--- src/rtl/pit_pkg.sv ---
package pit_pkg;
  localparam int unsigned OFS_MODE  = 4'h0;
  localparam int unsigned OFS_STAT  = 4'h4;
  localparam int unsigned OFS_ACK   = 4'h8;
  localparam int unsigned OFS_PEEK  = 4'hC;
  localparam int unsigned EN_BIT    = 24;
  localparam int unsigned IE_BIT    = 25;
endpackage

--- src/rtl/pit_prescaler.sv ---
module pit_prescaler #(
  parameter int unsigned PRESCALE = 16
) (
  input  logic clk,
  input  logic rst,
  input  logic run,
  output logic tick
);
  generate
    if (PRESCALE <= 1) begin : g_bypass
      assign tick = run;
    end else begin : g_div
      localparam int unsigned DIV_W = $clog2(PRESCALE);
      localparam logic [DIV_W-1:0] LAST = DIV_W'(PRESCALE - 1);
      logic [DIV_W-1:0] div_q;

      always_ff @(posedge clk) begin
        if (rst || !run)
          div_q <= '0;
        else if (div_q == LAST)
          div_q <= '0;
        else
          div_q <= div_q + 1'b1;
      end

      assign tick = run && (div_q == LAST);
    end
  endgenerate
endmodule

--- src/rtl/pit_period_counter.sv ---
module pit_period_counter #(
  parameter int unsigned CNT_W = 20
) (
  input  logic             clk,
  input  logic             rst,
  input  logic             tick,
  input  logic [CNT_W-1:0] limit,
  output logic [CNT_W-1:0] cnt,
  output logic             wrap
);
  assign wrap = tick && (cnt >= limit);

  always_ff @(posedge clk) begin
    if (rst)
      cnt <= '0;
    else if (wrap)
      cnt <= '0;
    else if (tick)
      cnt <= cnt + 1'b1;
  end
endmodule

--- src/rtl/pit_tally.sv ---
module pit_tally #(
  parameter int unsigned TALLY_W = 12
) (
  input  logic               clk,
  input  logic               rst,
  input  logic               wrap,
  input  logic               ack,
  output logic [TALLY_W-1:0] tally,
  output logic               flag
);
  localparam logic [TALLY_W-1:0] TOP = '1;

  always_ff @(posedge clk) begin
    if (rst) begin
      tally <= '0;
      flag  <= 1'b0;
    end else if (wrap && ack) begin
      tally <= TALLY_W'(1);
      flag  <= 1'b1;
    end else if (wrap) begin
      tally <= (tally == TOP) ? TOP : tally + 1'b1;
      flag  <= 1'b1;
    end else if (ack) begin
      tally <= '0;
      flag  <= 1'b0;
    end
  end
endmodule

--- src/rtl/pit_timer.sv ---
module pit_timer #(
  parameter int unsigned PRESCALE = 16,
  parameter int unsigned CNT_W    = 20,
  parameter int unsigned TALLY_W  = 12
) (
  input  logic        clk,
  input  logic        rst,
  input  logic [3:0]  addr,
  input  logic        wr_en,
  input  logic [31:0] wdata,
  input  logic        rd_en,
  output logic [31:0] rdata,
  output logic        irq
);
  import pit_pkg::*;

  localparam int unsigned DATA_W = CNT_W + TALLY_W;

  logic [CNT_W-1:0]   period_q;
  logic               en_q;
  logic               ie_q;
  logic [CNT_W-1:0]   cnt;
  logic [TALLY_W-1:0] tally;
  logic               flag;
  logic               tick;
  logic               wrap;
  logic               run;
  logic               ack;
  logic               wr_mode;
  logic [DATA_W-1:0]  snap;
  logic [31:0]        mode_view;
  logic [31:0]        rd_mux;

  assign run     = en_q || (cnt != '0);
  assign ack     = rd_en && (addr == 4'(OFS_ACK));
  assign wr_mode = wr_en && (addr == 4'(OFS_MODE));

  pit_prescaler #(.PRESCALE(PRESCALE)) u_pre (
    .clk (clk),
    .rst (rst),
    .run (run),
    .tick(tick)
  );

  pit_period_counter #(.CNT_W(CNT_W)) u_cnt (
    .clk  (clk),
    .rst  (rst),
    .tick (tick),
    .limit(period_q),
    .cnt  (cnt),
    .wrap (wrap)
  );

  pit_tally #(.TALLY_W(TALLY_W)) u_tally (
    .clk  (clk),
    .rst  (rst),
    .wrap (wrap),
    .ack  (ack),
    .tally(tally),
    .flag (flag)
  );

  always_ff @(posedge clk) begin
    if (rst) begin
      period_q <= '0;
      en_q     <= 1'b0;
      ie_q     <= 1'b0;
    end else if (wr_mode) begin
      period_q <= wdata[CNT_W-1:0];
      en_q     <= wdata[EN_BIT];
      ie_q     <= wdata[IE_BIT];
    end
  end

  assign snap = {tally, cnt};

  always_comb begin
    mode_view            = '0;
    mode_view[CNT_W-1:0] = period_q;
    mode_view[EN_BIT]    = en_q;
    mode_view[IE_BIT]    = ie_q;
  end

  always_comb begin
    case (addr)
      4'(OFS_MODE): rd_mux = mode_view;
      4'(OFS_STAT): rd_mux = {31'd0, flag};
      4'(OFS_ACK),
      4'(OFS_PEEK): rd_mux = 32'(snap);
      default:      rd_mux = '0;
    endcase
  end

  always_ff @(posedge clk) begin
    if (rst)
      rdata <= '0;
    else if (rd_en)
      rdata <= rd_mux;
  end

  assign irq = flag && ie_q;
endmodule

--- config.mk ---
export PLATFORM = sky130hd
export DESIGN_NAME = pit_timer
export DESIGN_NICKNAME = d
export VERILOG_FILES = /design/src/rtl/pit_pkg.sv /design/src/rtl/pit_prescaler.sv /design/src/rtl/pit_period_counter.sv /design/src/rtl/pit_tally.sv /design/src/rtl/pit_timer.sv
export SDC_FILE = /design/constraint.sdc
export NUM_CORES = 1
export LEC_CHECK = 0
export BUFFER_PORTS_ARGS = -buffer_cell sky130_fd_sc_hd__buf_2
export CAP_MARGIN = 20
export CORE_MARGIN = 5
export CORE_UTILIZATION = 55
export DETAILED_ROUTE_END_ITERATION = 8
export PLACE_DENSITY_LB_ADDON = 0.2
export SYNTH_ARGS = -nofsm -noshare
export SYNTH_HDL_FRONTEND = slang
export SYNTH_HIERARCHICAL = 1
export SYNTH_SLANG_ARGS = --single-unit
export TNS_END_PERCENT = 10
--- constraint.sdc ---
create_clock -name clk -period 3.6 [get_ports clk]
set_clock_uncertainty 0.2 [all_clocks]
set_input_delay 0 -clock clk [delete_from_list [all_inputs] [get_ports clk]]
set_output_delay 0 -clock clk [all_outputs]
set_load 0.02 [all_outputs]
==> impl_metrics.tcl <==
set metrics [dict create \
    run_status "completed" \
    yosys-top-cells-area "dfxtp_1 (38%), ha_1 (6.1%), o21ai_0 (4.6%)" \
    cts_setup_buffers 0 \
    critPathMaxFanout 10 \
    hold_class "in2reg" \
    synth_top_area_cell "dfxtp_1" \
    grt_max_degree 47 \
    antenna_cells 0 \
    num_io_pins 73 \
    synth-seq-cells 91 \
    synth_nets 608 \
    synth_compound_area_share_pct 17.83 \
    synth-edff-count 0 \
    cp.arrival_ns 3.21 \
    ctsHoldBuffers 48 \
    final_nets 702 \
    r2r_start "period_q[19]" \
    endpoint_kind "flop" \
    rsz0062_at_grt "no" \
    synth-async-reset-ratio_pct 0 \
    layout-area-overhead-vs-synth_pct 21.84 \
    insertion_delay_ns 0.37 \
    yosysUniqueCellTypes 61 \
    avgViaCountPerCell 5.929 \
    initial_utilization_pct 57.17 \
    cts_resized 0 \
    drv_slew 0 \
    synth.top_cell.area_share_pct 38.40 \
    drc 0 \
    synth_mux_area_share_pct 0.2110 \
    synth_common_cells "dfxtp_1 (91), o21ai_0 (44), a21oi_1 (42)" \
    first_pass_iters 5 \
    finalHoldViolCount 0 \
    powerDensity_mw_per_mm2 338.1 \
    drt_iter0_markers 216 \
    setup_tns_ns 0 \
    port_buffers 62 \
    fmax_ghz 0.3207 \
    place_hpwl_mm 8.022 \
    drive_gt1_share_pct 17.24 \
    p_leak_nw 2.052 \
    finalWeightedCongestion 0.9207 \
    syn-instance-count 545 \
    period_minus_slack_ns 3.118 \
    peakVddDrop_mv 0.2262 \
    cts_tree "built" \
    synth_top_family_by_area "simple AND/OR/NAND/NOR gates" \
    synthAdderAreaFrac_pct 6.065 \
    clock_sinks 91 \
    postLayoutCoreUtil_pct 69.65 \
    startpoint_type "flop" \
    coreArea_mm2 0.008299 \
    max-slew-margin-rel_pct 45.16 \
    cp_slowest_stage_delay_ns 0.45 \
    die_w_um 102.9 \
    h-tree-depth 3 \
    crit_type "reg2reg" \
    cp-startpoint "period_q[19]" \
    synth.yosys.seq_area_share_pct 38.40 \
    die_y_um 102.9 \
    ys.warnings.count 6 \
    tightest_slew_ns 0.8226 \
    yosysMostFrequentCell "dfxtp_1" \
    netlist_area_mm2 0.004745 \
    worstHoldStart "wr_en" \
    routedWlPerCell_um 16.72 \
    finalWirelength_mm 12.53 \
    maxCapViolCount 0 \
    setup_violations 0 \
    cts.reportedPaths.clkPinSlew_ns 0.09 \
    crit_buf_inv 1 \
    fin_crit_sh_pct 86.61 \
    grt_util_all_layers_pct 24.19 \
    critical-path-top-delay-family "simple AND/OR/NAND/NOR gates" \
    grt_pass1_wl_mm 20.28 \
    floorplan.rows 33 \
    cts_buffers 9 \
    required_ns 3.69 \
    grt.overflow.total 0 \
    ant_nets 0 \
    first_global_vias 4222 \
    synth_xor_area_share_pct 3.692 \
    num_vias 4441 \
    antenna_found_initial 0 \
    slowest_stage "or4_1" \
    crit_path_cell_trace "inv_1, ha_1, nand2_1, nor4_2, nand4_1, o211ai_4, and2_1, nand3_1, or4_1, a31oi_1" \
    synth.avg_cell_area_um2 8.706 \
    synth-main-ff-cell "dfxtp_1" \
    cts_max_path_buffers 2 \
    synth-simple-area-share_pct 27.72 \
    die_area_mm2 0.01058 \
    clock-root-buffer "clkbuf_8" \
]
==> logic make-up after synthesis <==
kind of cell    after synthesis
simple gates                208
buf+inv                      62
flops                        91
compound gates              140
mux                           1
xor+xnor                     20
fa+ha+maj                    23
==> layout make-up <==
class / count / area, um2
tap: 105 / 131.4
fill: 659 / 2519
timing repair buffer: 120 / 865.8
multi-input combinational: 392 / 2634
clock buffer: 11 / 151.4
inverter: 25 / 93.84
clock inverter: 5 / 82.58
sequential: 91 / 1822
==> placed cells by master (no fill, tap or decap), drive strengths merged, types with 2 or more instances in the layout <==
master and n:
ha 23, clkbuf 11, and4 5, or2 2, nor2 23, buf 72, nand4 11, nand3 12
and2 8, nor3 5, and3 5, inv 27, a21oi 42, a211oi 26, nand2b 22, o211ai 2
or4 4, nand2 38, a41oi 3, nand4b 23, bufinv 2, a31oi 7, dlygate4sd3 48, o21ai 51
xor2 9, nor4 11, xnor2 11, dfxtp 91, nor2b 13, nor3b 21
==> metal layers <==
metal	global-route usage, %	share of wire (%)	vias to the layer above
li1	-	-	2155
met1	31.53	44	2135
met2	41.10	49	134
met3	3.518	5.2	17
met4	8.068	1.4	0
met5	0	0	-
==> power breakdown <==
part | total [mW] | switching (mW) | internal (mW)
combinational | 0.138 | 0.0807 | 0.0572
clock | 0.805 | 0.372 | 0.433
sequential | 1.01 | 0.00268 | 1.01
==> worst paths after layout <==
| path | cells past startpoint | slack, ns | end |
|---|---|---|---|
| max | 10 | 0.48 | u_tally/tally[7] |
| min | 3 | 0.07 | period_q[18] |
| max reg2reg | 10 | 0.48 | u_tally/tally[7] |
| min reg2reg | 2 | 0.25 | rdata[12] |
==> sequential cells by signal (all words and copies together), names as in the netlist <==
| name | cells |
|---|---|
| en_q | 1 |
| ie_q | 1 |
| period_q | 20 |
| rdata | 32 |
| u_cnt/cnt | 20 |
| u_pre/g_div.div_q | 4 |
| u_tally/flag | 1 |
| u_tally/tally | 12 |
==> metrics by stage <==
| step | setup slack, ns | cells | cell area [um2] | hold WS, ns | total power [mW] |
|---|---|---|---|---|---|
| detailed placement | 0.5630 | 685 | 5066 | 0.06051 | 1.146 |
| global route | 0.2888 | 749 | 5781 | 0.07664 | 2.021 |
| global placement | 0.6510 | 685 | 5066 | 0.06058 | 1.143 |
| CTS | 0.5166 | 749 | 5781 | 0.02051 | 1.967 |
| floorplan | 0.5805 | 545 | 4745 | -0.1276 | 1.111 |
| finish | 0.4820 | 749 | 5781 | 0.07132 | 1.954 |
==> tightest hold or removal path, cell delays in order <==
cell      delay [ns]
buf_2           0.26
nand4b_1        0.23
o21ai_0         0.10
Power figures use the tool's default switching activity.
